[src/rtl/vga_sync_gen.sv]
module vga_sync_gen #(
  parameter int CW = 12,
  parameter int NM = 5,
  localparam int MW = $clog2(NM),
  parameter logic [NM*CW-1:0] H_ACT = {12'd640, 12'd640, 12'd800, 12'd800, 12'd640},
  parameter logic [NM*CW-1:0] H_FP  = {12'd16,  12'd16,  12'd48,  12'd40,  12'd16},
  parameter logic [NM*CW-1:0] H_SW  = {12'd96,  12'd96,  12'd88,  12'd128, 12'd96},
  parameter logic [NM*CW-1:0] H_BP  = {12'd48,  12'd48,  12'd136, 12'd88,  12'd48},
  parameter logic [NM*CW-1:0] V_ACT = {12'd350, 12'd400, 12'd600, 12'd600, 12'd480},
  parameter logic [NM*CW-1:0] V_FP  = {12'd37,  12'd12,  12'd1,   12'd1,   12'd10},
  parameter logic [NM*CW-1:0] V_SW  = {12'd2,   12'd2,   12'd3,   12'd4,   12'd2},
  parameter logic [NM*CW-1:0] V_BP  = {12'd60,  12'd35,  12'd32,  12'd23,  12'd33},
  parameter logic [NM-1:0]    H_POL = 5'b10010,
  parameter logic [NM-1:0]    V_POL = 5'b01110
) (
  input  logic          clk,
  input  logic          rst,
  input  logic          en,
  input  logic [MW-1:0] mode_sel,
  output logic          hsync,
  output logic          vsync,
  output logic          de,
  output logic [CW-1:0] x,
  output logic [CW-1:0] y,
  output logic          sof,
  output logic          eof,
  output logic          vs_edge
);

  logic          run;
  logic [MW-1:0] cur, sel_ok;
  logic [CW-1:0] h, v;
  logic [CW-1:0] hact, hfp, hsw, hbp, vact, vfp, vsw, vbp;
  logic [CW-1:0] htot, vtot, hstart, vstart;
  logic          h_last, v_last, hs_on, vs_on, h_in, v_in;

  assign sel_ok = (mode_sel < MW'(NM)) ? mode_sel : '0;

  assign hact = H_ACT[cur*CW +: CW];
  assign hfp  = H_FP [cur*CW +: CW];
  assign hsw  = H_SW [cur*CW +: CW];
  assign hbp  = H_BP [cur*CW +: CW];
  assign vact = V_ACT[cur*CW +: CW];
  assign vfp  = V_FP [cur*CW +: CW];
  assign vsw  = V_SW [cur*CW +: CW];
  assign vbp  = V_BP [cur*CW +: CW];

  assign htot   = hact + hfp + hsw + hbp;
  assign vtot   = vact + vfp + vsw + vbp;
  assign hstart = hsw + hbp;
  assign vstart = vsw + vbp;
  assign h_last = (h == htot - CW'(1));
  assign v_last = (v == vtot - CW'(1));

  always_ff @(posedge clk) begin
    if (rst) begin
      run <= 1'b0;
      h   <= '0;
      v   <= '0;
      cur <= '0;
    end else if (!en || !run) begin
      run <= en;
      h   <= '0;
      v   <= '0;
      cur <= sel_ok;
    end else if (h_last) begin
      h <= '0;
      if (v_last) begin
        v   <= '0;
        cur <= sel_ok;
      end else begin
        v <= v + CW'(1);
      end
    end else begin
      h <= h + CW'(1);
    end
  end

  assign hs_on = run && (h < hsw);
  assign vs_on = run && (v < vsw);
  assign h_in  = (h >= hstart) && (h < hstart + hact);
  assign v_in  = (v >= vstart) && (v < vstart + vact);

  assign hsync   = hs_on ^ ~H_POL[cur];
  assign vsync   = vs_on ^ ~V_POL[cur];
  assign de      = run && h_in && v_in;
  assign x       = de ? h - hstart : '0;
  assign y       = de ? v - vstart : '0;
  assign sof     = run && (h == '0) && (v == '0);
  assign eof     = run && h_last && v_last;
  assign vs_edge = sof && vs_on;

endmodule

[config.mk]
export PLATFORM = sky130hd
export DESIGN_NAME = vga_sync_gen
export DESIGN_NICKNAME = d
export VERILOG_FILES = /design/src/rtl/vga_sync_gen.sv
export SDC_FILE = /design/constraint.sdc
export NUM_CORES = 1
export LEC_CHECK = 0
export ABC_AREA = 1
export CAP_MARGIN = 20
export CORE_MARGIN = 10
export CORE_UTILIZATION = 40
export DETAILED_ROUTE_END_ITERATION = 8
export DONT_BUFFER_PORTS = 1
export PLACE_DENSITY_LB_ADDON = 0.1
export SYNTH_ARGS = -nofsm -noshare
export SYNTH_HDL_FRONTEND = slang
export SYNTH_SLANG_ARGS = --single-unit
[constraint.sdc]
create_clock -name clk -period 4.82 [get_ports clk]
set_clock_uncertainty 0.15 [all_clocks]
set_input_delay 0.482 -clock clk [delete_from_list [all_inputs] [get_ports clk]]
set_output_delay 0.482 -clock clk [all_outputs]
set_load 0.01 [all_outputs]
**Word-level counts from Yosys, hierarchy flattened**

Memory sizes are Yosys's and may differ from the RTL's. A register that Yosys moved wholly into a read port is not among the register bits.
Index checks and enable logic that the tools add are counted.

- Register bits after elaboration: 28
- Bits in latches: 0
- RAM bits: 0
- Bits in read-only memories: 16
- Input bits: 6
- Output and inout bits: 30
- Word-level logic and storage cells: 79
- Memories kept: 2

Memories:

| name | words | width | rd ports | clocked after Yosys merged registers in | wr ports | RTL line | text |
|---|---|---|---|---|---|---|---|
| (name not given) | 8 | 1 | 1 | 1 | 0 | 85 | `assign vsync = vs_on ^ ~V_POL[cur];` |
| (name not given) | 8 | 1 | 1 | 1 | 0 | 84 | `assign hsync = hs_on ^ ~H_POL[cur];` |

- $add $sub $neg: 16
- Multipliers: 1
- Divide/modulo/power cells: 0
- $lt $le $gt $ge: 8
- Equal/unequal tests: 2
- Shifts and indexed selects: 8
- Muxes and demuxes: 13
- Bitwise gates (word level): 4
- Reductions and logical operators: 21

Operators with widths:

| operator | number |
|---|---|
| $shiftx A60 B8 Y12 const A | 8 |
| $add A12 B12 Y12 | 10 |
| $lt A12 B12 Y1 | 4 |
| $mux W12 | 3 |
| $add A12 B1 Y12 const B | 2 |
| $eq A12 B12 Y1 | 2 |
| $ge A12 B12 Y1 | 2 |
| $logic_not A12 Y1 | 2 |
| $mux W3 | 8 |
| $sub A12 B1 Y12 const B | 2 |
| $sub A12 B12 Y12 | 2 |
| $logic_and A1 B1 Y1 | 11 |
| $mul A3 B2 Y5 const B | 1 |
| $lt A3 B4 Y1 const B | 1 |
| $reduce_bool A2 Y1 | 2 |
| $lt A3 B3 Y1 const B | 1 |
| $reduce_or A3 Y1 | 1 |
| $logic_not A1 Y1 | 2 |
| $mux W1 | 2 |
| $not A1 Y1 | 2 |
| $reduce_and A2 Y1 | 1 |
| $reduce_or A2 Y1 | 1 |
| $xor A1 B1 Y1 | 2 |
| $logic_or A1 B1 Y1 | 1 |

**Depth between registers and ports, before layout**

Gate-level depths: netlist of run 1.

- Depth after elaboration: 12
- Depth in mapped cells: 31
- Depth with buffers taken out: 31

**Worst setup path before layout of run 1**

OpenSTA, ideal clock, no wires.

- Path type: register to output
- From: register cur[0]
- To: output x[6]
- Arrival time: 4.496 ns
- Data required time: 4.188 ns
- Setup slack: -0.308 ns
- Cell stages (with the launch flop): 25
- Buffers on the path: 2
- Cell sequence: dfxtp_1 -> inv_1 -> ha_1 -> nand2_1 -> inv_1 -> ha_1 -> fa_1 -> ha_1 -> ha_1 -> or2_2 -> a21oi_1 -> o21ai_0 -> nand2_1 -> nand2_1 -> a21oi_1 -> nor2_1 -> nor2_1 -> ha_1 -> a21o_1 -> a211oi_1 -> nand4_1 -> or2_1 -> buf_2 -> buf_6 -> nor3b_2

- Longest elaborated chain between the ends: 9
- Elaborated cells on any way between the ends: 21
- Classes of those cells: 5 x add/sub; 1 x mul; 4 x order compare; 6 x shift; 1 x mux; 4 x reduce/logical

RTL lines:

| item | RTL line | text |
|---|---|---|
| start, declared | 31 | `logic [MW-1:0] cur, sel_ok;` |
| start signal, assigned | 65 | `cur <= sel_ok;` |
| start signal, assigned | 70 | `cur <= sel_ok;` |
| $mul A3 B2 Y5 * | - |  |
| $shiftx A60 B8 Y12, on equally long branches | 41, 42 |  |
| $add A12 B12 Y12 | 50 | `assign hstart = hsw + hbp;` |
| $add A12 B12 Y12 | 81 | `assign h_in = (h >= hstart) && (h < hstart + hact);` |
| $lt A12 B12 Y1 | 81 |  |
| $logic_and A1 B1 Y1 | 81 |  |
| $logic_and A1 B1 Y1 (2 in a row) | 86 | `assign de = run && h_in && v_in;` |
| $mux W12 * | 87 | `assign x = de ? h - hstart : '0;` |
| end, declared | 23 | `output logic [CW-1:0] x,` |

Every way passes the cells marked *; elsewhere a longest branch is shown, timed or not.

**Worst setup path in the final report of run 1**

- From: register cur[0]
- To: output x[5]

The elaborated chain is that of the path after synthesis.

==> metrics, run 1 <==
vias in the first global route 5254; max_cap viols 0; r2r setup slk 0.19 ns; GPL Wtd Cong 0.879; yosys synthesis warning count 0; DPL Wire Length 13.4 mm; commonest non-fill, non-tap cell in the layout nand2_1; Cell Area, Synth 5340 um2; Layout area overhead 26.5%; Pwr Density 198 nW/um2; H-tree levels 2; largest net degree at the start of global routing 14; Cells after Synth 809; LEAKAGE 3.43 nW; Hold Crit Endpoint run; FMAX 0.194 GHz; CP Capture Type output pin; I/O pin count 36; Chip Width 136 um; status complete, but fails checks; grt total ovfl 0; synth top area cells ha_1 23%, nand2_1 12%, dfxtp_1 11%; worst slew pin tran 0.623 ns; port bufs 0; total power 0.00134 W; Antenna Cells 0; Starting DRT DRC Count 266; Startpoint Class flip-flop; Final Max Slew Viols 0; Max-slew headroom 58.1%; EDFF count, synth 0; CP Class flip-flop to output pin; routed via count 5316; worst r2r src cur[0]; Top Metal Used met4; final antenna-violating net count 0; Worst Path Required 4.19 ns; share of cells above drive strength 1 21.7%; worst skew pair latency 0.28 ns; initial core utilization 40.5%; top cell type's share of synthesized area 22.9%; Worst path slowest cell fa_1; Avg Inst Size Synth 6.61 um2; Yosys reg bits 30; ys async rst share 0%; Hold Fails Final Rpt 0; Yosys cell types 43; initial antenna violation count 0; Worst Hold Depth 1; failing checks negative setup slack; CTS tree yes; R2R depth 29; Detail Route met3 WL 611 um; Main synth FF type dfxtp_1; final critical-path required period 5.15 ns; non-filler cells, final 1062; Synth area leader ha_1; fin crit share 107%; met1 wire length 8.11 mm; WP data arrival 4.52 ns; Max Root-Sink Buffers 2; first-pass GRT wire length 26.8 mm; CTS sink count 30; dpl cells 1038; crit-path max FO 8; WL/cell 15.5 um; most frequent cells in the layout 161 x nand2_1, 120 x inv_1, 88 x ha_1; Hold WC Path Type primary input to flip-flop; hold_sp rst; die area 18400 um2; DRT Pass-1 Iters 4; Core ar. 13200 um2; drc violations 0; Setup WS post-layout -0.329 ns; GRT Total Usage 18.0%; met2 WL post-DR 7.52 mm; Placed Area 6040 um2; CTS buffer count 5; Die Span Y 136 um; worst stage delay on the critical path 0.49 ns; sequential share of the synthesized area 11.2%; via/cell ratio 5.01; final setup violation count 25; # rows 42; RSZ-0062 raised after global routing true; final instance area 6760 um2; final wirelength 16.5 mm; root buf cell clkbuf_16; Nets 1004; maximum VDD drop 0.000232 V; clk slew on worst S/H paths 0.05 ns
## worst max path at each step
stage,startpoint,end,depth (start not counted)
2_1_floorplan,cur[0],x[6],24
3_3_place_gp,cur[0],y[6],24
3_5_place_dp,cur[0],y[6],25
4_1_cts,cur[0],x[5],24
5_1_grt,cur[0],x[4],25
6_report,cur[0],x[5],25
## cells in the mapped netlist (2+ instances only)
cell type	count
a21o_1	3
buf_2	2
nor3_1	18
buf_6	4
o21a_1	4
a21oi_1	37
dfxtp_1	30
nor2_1	91
nor4_1	8
nand4_1	15
inv_1	125
nand2_2	13
nand3_1	58
o21ai_0	16
o211ai_1	3
a31oi_1	5
nor2_2	3
fa_1	13
ha_1	98
nor3b_1	3
nand2_1	166
or2_2	3
or2_1	2
a31o_2	2
xor2_1	34
nor3b_2	5
clkbuf_1	9
inv_2	7
xnor2_1	15
nor2_4	2
buf_4	3
## area by class of cell
cell class	count	area, um2
fillers	1342	6430
multi-input cells	630	4510
repair buffers	88	758
well taps	176	220
flip-flops and latches	30	608
inverters	132	518
clock buffers	6	139
## logic make-up after synthesis
logic type	Yosys count	share of synthesized area [%]
AOI/OAI and AO/OA	75	7.98
adders and majority gates	111	27.8
and+or+nand+nor	393	33.5
other	1	0.0702
DFF	30	11.2
buffers and inverters	150	11.4
xor gates and xnor gates	49	8.03
## state kept, by name, indices dropped and copies added (netlist names), named ones only
name / count
h: 12
v: 12
cur: 3
run: 1
## metrics by stage
step / setup TNS [ns] / hold slack, ns / worst slack, ns / util (%)
final: -6.47 / 0.174 / -0.329 / 51.2
after global routing: -10.76 / 0.163 / -0.512 / 51.2
after CTS: -5.02 / 0.165 / -0.291 / 50.6
after detailed placement: -3.16 / 0.299 / -0.228 / 45.8
after global placement: -2.08 / 0.284 / -0.189 / 45.8
after floorplan: 0 / 0.267 / 0.00783 / -
## power by group
part / switching (W) / total [W] / internal [W]
sequential: 0.00000354 / 0.000255 / 0.000251
clock: 0.000108 / 0.000307 / 0.000199
combinational: 0.000443 / 0.000777 / 0.000334
total: 0.000554 / 0.00134 / 0.000785
## worst max-delay path, delay by kind of cell (launching register included)
kind | cells | cell delay (ns)
fa+ha+maj | 6 | 1.45
simple gates | 8 | 1.17
compound gates | 5 | 0.59
buf+inv | 5 | 0.53
flops | 1 | 0.36
xor+xnor | 1 | 0.15
## timing repair
action                     CTS  global route
cloned                       1             0
gates resized for setup     91            10
setup buffers               12             5
pin swaps                   37            19
setup endpoints to repair   26            28
hold buffers                 0             0
## metal layers
metal	up-vias	global-route usage, %
li1	2766	-
met1	2443	24.6
met2	91	29.4
met3	16	2.08
met4	0	4.61
met5	-	0
Note: power is estimated with default switching activity, not from simulation.
==> run 2: changes to the inputs <==
- CORE_UTILIZATION: 40 -> 34
==> run 2 against run 1 <==
Compared with the run above:
- largest cell class unchanged
- largest power group unchanged
- clock power increased by 17%
- maximum frequency increased by 1.6%
- critical endpoint unchanged
- worst setup slack improved by 0.081 ns
- critical path type unchanged
- the flow still finishes with violations (negative setup slack)
- cell area increased by 0.96%
- sequential power about the same
- power increased by 2.7%
- via count decreased by 0.77%
- hold slack got worse by 0.0095 ns
- die area increased by 15%
- count of clock-buffer cells in the layout increased by 1
- sequential cell count unchanged
==> metrics, run 2 (synthesis results as in run 1) <==
Max Root-Sink Buffers 2 (unchanged); Final Max Slew Viols 0 (unchanged); CP Capture Type output pin; # rows 45 (+7.1%); final critical-path required period 5.07 ns (-0.0812 ns); initial core utilization 34.9% (-5.6 points); fin crit share 105% (-1.7 points); clk slew on worst S/H paths 0.05 ns (about the same); Layout area overhead 27.7%; LEAKAGE 3.43 nW (+0.12%); Pwr Density 201 nW/um2 (+1.7%); RSZ-0062 raised after global routing true; Hold-fix buffers, CTS 0 (unchanged); crit-path max FO 8 (unchanged); Hold WC Path Type primary input to flip-flop; Starting DRT DRC Count 213 (-20%); GRT Total Usage 15.3% (-2.8 points); CP most frequent cell a21oi_2; Int Power 0.000824 W (+5.0%); Sequential Power Share 18.6% (-0.4 points); drc violations 0 (unchanged); Startpoint Class flip-flop; maximum VDD drop 0.000201 V (-14%); WL/cell 15.0 um (-3.5%); worst stage delay on the critical path 0.47 ns (-0.02 ns); area occupied by multi-input gates 4500 um2 (-0.36%); share of cells above drive strength 1 21.3% (-0.39 points); worst skew pair latency 0.28 ns (about the same); port bufs 0 (unchanged); Die Span Y 145 um (+7.2%); H-tree levels 2 (unchanged); vias in the first global route 5111 (-2.7%); switching pwr 0.000550 W (-0.73%); initial antenna violation count 0 (unchanged); power share of the clock group 26.1% (+3.2 points); routed via count 5275 (-0.77%); final antenna-violating net count 0 (unchanged); GPL Wtd Cong 0.894 (+1.7%); FMAX 0.197 GHz (+1.6%); root buf cell clkbuf_16; status complete, but fails checks; Chip Width 145 um (+7.2%); commonest non-fill, non-tap cell in the layout nand2_1; Worst Path Required 4.19 ns (about the same); DPL Wire Length 13.6 mm (+1.8%); CP Class flip-flop to output pin; Hold Fails Final Rpt 0 (unchanged); largest net degree at the start of global routing 14 (unchanged); total power 0.00137 W (+2.7%); Worst path slowest cell fa_1; CTS tree yes; final setup violation count 25 (unchanged); hold_ws 0.165 ns (-0.00950 ns); final wirelength 16.5 mm (-0.16%); I/O pin count 36 (unchanged); Setup WS post-layout -0.248 ns (+0.0812 ns); switching share of power 40.0% (-1.4 points); Core ar. 15300 um2 (+16%); Nets 1004 (unchanged); CTS buffer count 5 (unchanged); CTS sink count 30 (unchanged); number of fill cells 1627 (+21%); Combinational Power Share 55.3% (-2.8 points); most frequent cells in the layout 162 x nand2_1, 118 x inv_1, 89 x ha_1; via/cell ratio 4.80 (-4.1%); WP data arrival 4.44 ns (-0.08 ns); die area 21100 um2 (+15%); Regs by FF count h x12, v x12, cur x3; DRT Pass-1 Iters 4 (unchanged); WP buf/inv 5 (unchanged); grt total ovfl 0 (unchanged); first-pass GRT wire length 26.7 mm (-0.44%); worst slew pin tran 0.601 ns (-0.0223 ns); register area 612 um2 (+0.62%); failing checks negative setup slack; Top delay family on crit path adder cells; max_cap viols 0 (unchanged); Max-slew headroom 59.6% (+1.5 points); Antenna Cells 0 (unchanged)
run 2: cell types whose count changed in the layout (fill, tap and decap cells not counted), moves of 2 or more:
cell / change
o21ai_1: +2
clkbuf_1: +2
nand3_1: +3
inv_1: -2
nand3_2: -3
nor2_4: +2
run 2: timing repair:
| action | 4_1_cts | 5_1_grt |
|---|---|---|
| setup buffers | 8 | 7 |
| pin swaps | 27 | 24 |
| setup endpoints to repair | 25 | 33 |
| resized for setup | 83 | 22 |
| gates cloned | 1 | 0 |
run 2: final cells by class:
type / count / share of cell area [%]
flip-flops and latches: 30 / 8.97
inverters: 132 / 7.68
clock buffers: 7 / 1.94
multi-input cells: 630 / 65.9
clock inverters: 1 / 0.440
well taps: 211 / 3.87
repair buffers: 88 / 11.2
run 2: metal layers:
layer	up-vias	wire (um)	track usage [%]
met5	-	0	0
met4	0	260	3.84
met3	12	451	1.43
met2	75	7430	24.9
met1	2417	8330	21.0
li1	2771	-	-
run 2: power groups by stage:
stage | Combinational [W] | Sequential, W | Clock, W
2_1_floorplan | 0.000516 | 0.000259 | 0
3_3_place_gp | 0.000699 | 0.000260 | 0
3_5_place_dp | 0.000703 | 0.000260 | 0
4_1_cts | 0.000746 | 0.000255 | 0.000368
5_1_grt | 0.000867 | 0.000256 | 0.000376
6_report | 0.000760 | 0.000255 | 0.000359
run 2: final timing paths:
path / start / endpoint / slack (ns) / cells after the start
hold / removal: rst / run / 0.16 / 1
setup / recovery: cur[0] / x[5] / -0.25 / 25
setup reg to reg: cur[1] / flip-flop / 0.29 / 24
hold reg to reg: h[0] / h[0] / 0.30 / 1
run 2: worst register-to-register path, cell delays in order (launching register included):
cell and delay, ns:
dfxtp_4 0.39, buf_6 0.14, inv_6 0.04, ha_4 0.27, nor2_4 0.04, nor2_4 0.11
inv_2 0.05, fa_1 0.49, fa_1 0.49, inv_1 0.04, ha_2 0.19, fa_2 0.55
xnor2_1 0.11, nand3_1 0.10, nor2_1 0.13, nand2_1 0.06, nor2_1 0.08, nand2_1 0.09
nor2_4 0.18, buf_4 0.19, nand3_1 0.15, nand4_1 0.13, inv_1 0.06, nor2_2 0.14
nor2_2 0.05
run 2: through the flow:
stage	setup slack [ns]	utilization, %	std cells	TNS [ns]	cell area, um2
floorplan	0.00783	-	810	0	5410
global placement	-0.209	39.8	1075	-2.53	6100
detailed placement	-0.283	39.8	1075	-4.39	6100
CTS	-0.290	43.7	1092	-5.02	6700
global route	-0.532	44.6	1099	-11.34	6820
finish	-0.248	44.6	1099	-4.45	6820
==> run 3: changes to the inputs <==
- CORE_MARGIN: 10 -> not set
==> run 3 against run 2 <==
Compared with the run above:
- the run still ends with negative setup slack left
- non-clock buffer count is 8 higher
- die area is 23% lower
- sequential share of layout area hardly changed
==> metrics, run 3 (synthesis results as in run 1) <==
status complete, but fails checks; failing checks negative setup slack; WP buf/inv 5 (unchanged); Setup WS post-layout -0.274 ns (-0.0258 ns); Nets 1012 (+0.80%); most frequent cells in the layout 161 x nand2_1, 116 x inv_1, 90 x buf_4; global routing's busiest layer met2; Max Root-Sink Buffers 2 (unchanged); CTS buffer count 5 (unchanged); Top delay family on crit path adder cells; Hold WC Path Type primary input to flip-flop; Starting DRT DRC Count 291 (+37%); area occupied by multi-input gates 4520 um2 (+0.39%); Startpoint Class flip-flop; commonest non-fill, non-tap cell in the layout nand2_1; Worst path slowest cell fa_1; pre-CTS setup slack -0.256 ns (+0.0275 ns); initial core utilization 35.0% (+0.13 points); worst slew pin tran 0.633 ns (+0.0315 ns); dpl cells 1075 (unchanged); Pwr Density 202 nW/um2 (+0.22%); worst skew pair latency 0.28 ns (about the same); WL/cell 14.5 um (-3.4%); final wirelength 16.0 mm (-2.7%); largest net degree at the start of global routing 16 (+2); crit-path max FO 8 (unchanged); Core ar. 15300 um2 (-0.37%); routed via count 5362 (+1.6%); I/O pin count 36 (unchanged); Regs by FF count h x12, v x12, cur x3; worst stage delay on the critical path 0.51 ns (+0.04 ns); share of cells above drive strength 1 23.4% (+2.2 points); Hold-fix buffers, CTS 0 (unchanged); Antenna Cells 0 (unchanged); GPL Wtd Cong 0.868 (-2.9%); RSZ-0062 raised after global routing true; met2 Use GR 35.3% (+10 points); # rows 45 (unchanged); CP Capture Type output pin; Chip Width 127 um (-12%); final critical-path required period 5.09 ns (+0.0258 ns); maximum VDD drop 0.000182 V (-9.2%); non-filler cells, final 1107 (+0.73%); final antenna-violating net count 0 (unchanged); port bufs 0 (unchanged); Hold Fails Final Rpt 0 (unchanged); DRT Pass-1 Iters 5 (+1); H-tree levels 2 (unchanged); Final Max Slew Viols 0 (unchanged); clk slew on worst S/H paths 0.05 ns (about the same); FMAX 0.196 GHz (-0.51%); number of fill cells 1593 (-2.1%); final setup violation count 25 (unchanged); CTS sink count 30 (unchanged); drc violations 0 (unchanged); Worst Path Required 4.19 ns (about the same); root buf cell clkbuf_16; LEAKAGE 3.46 nW (+0.63%); CP most frequent cell nand2_1; via/cell ratio 4.84 (+0.91%); CP Class flip-flop to output pin; initial antenna violation count 0 (unchanged); grt total ovfl 0 (unchanged); Die Span Y 127 um (-12%); CTS tree yes; final core occ 44.6% (about the same); vias in the first global route 5331 (+4.3%); die area 16200 um2 (-23%); Layout area overhead 27.2%; hold_ws 0.169 ns (+0.00429 ns); register area 609 um2 (-0.41%); setup tns final -5.34 ns (-0.886 ns); GRT Total Usage 20.9% (+5.7 points); DPL Wire Length 13.2 mm (-3.5%); met1 Use GR 28.8% (+7.8 points); met3 usage 1.63% (+0.21 points); first-pass GRT wire length 26.8 mm (+0.39%); max_cap viols 0 (unchanged); fin crit share 106% (+0.54 points); WP data arrival 4.46 ns (+0.02 ns); Max-slew headroom 57.4% (-2.2 points)
run 3: changes by cell type in the layout (fill, tap and decap cells not counted), sizes merged:
cell	change
buf	+8
bufinv	-1
inv	+1
run 3: final cells by class:
cell class	instances	area share, %
clock buffer	7	2.10
multi-input combinational	630	66.4
inverter	132	7.45
timing repair buffer	96	11.1
tap	211	3.88
clock inverter	1	0.0736
sequential	30	8.96
run 3: worst paths after layout:
kind	slack, ns	endpoint	cells after the start	from
hold reg to reg	0.29	h[0]	1	h[0]
setup reg to reg	0.35	flip-flop	24	cur[1]
setup / recovery	-0.27	x[4]	25	cur[1]
hold / removal	0.17	run	1	rst
run 3: repair_timing:
item                       in CTS  in global routing
setup endpoints to repair      27                 44
buffers inserted               15                  9
pin swaps                      33                 31
gates resized for setup        58                 25
run 3: worst reg2reg max path, delay by kind of cell, from the launching register on:
kind	cells	cell delay, ns
flip-flops	1	0.38
XOR/XNOR	1	0.11
buffers and inverters	5	0.45
adder cells (fa/ha/maj)	5	2.00
AND/OR/NAND/NOR	13	1.27
run 3: through the flow:
step | instance area, um2 | power [W]
final | 6800 | 0.00137
after global routing | 6800 | 0.00150
after CTS | 6620 | 0.00134
after detailed placement | 6100 | 0.000955
after global placement | 6100 | 0.000949
after floorplan | 5410 | 0.000775
run 3: metal layers:
layer | vias to the layer above | routed length [um]
met3 | 13 | 345
met5 | - | 0
met1 | 2505 | 8060
met2 | 70 | 7400
li1 | 2774 | -
met4 | 0 | 216
run 3: report_power, final:
group	internal [W]	switching (W)	leakage, nW
clock	0.000204	0.000113	0.0739
sequential	0.000251	0.00000393	0.245
combinational	0.000353	0.000446	3.14
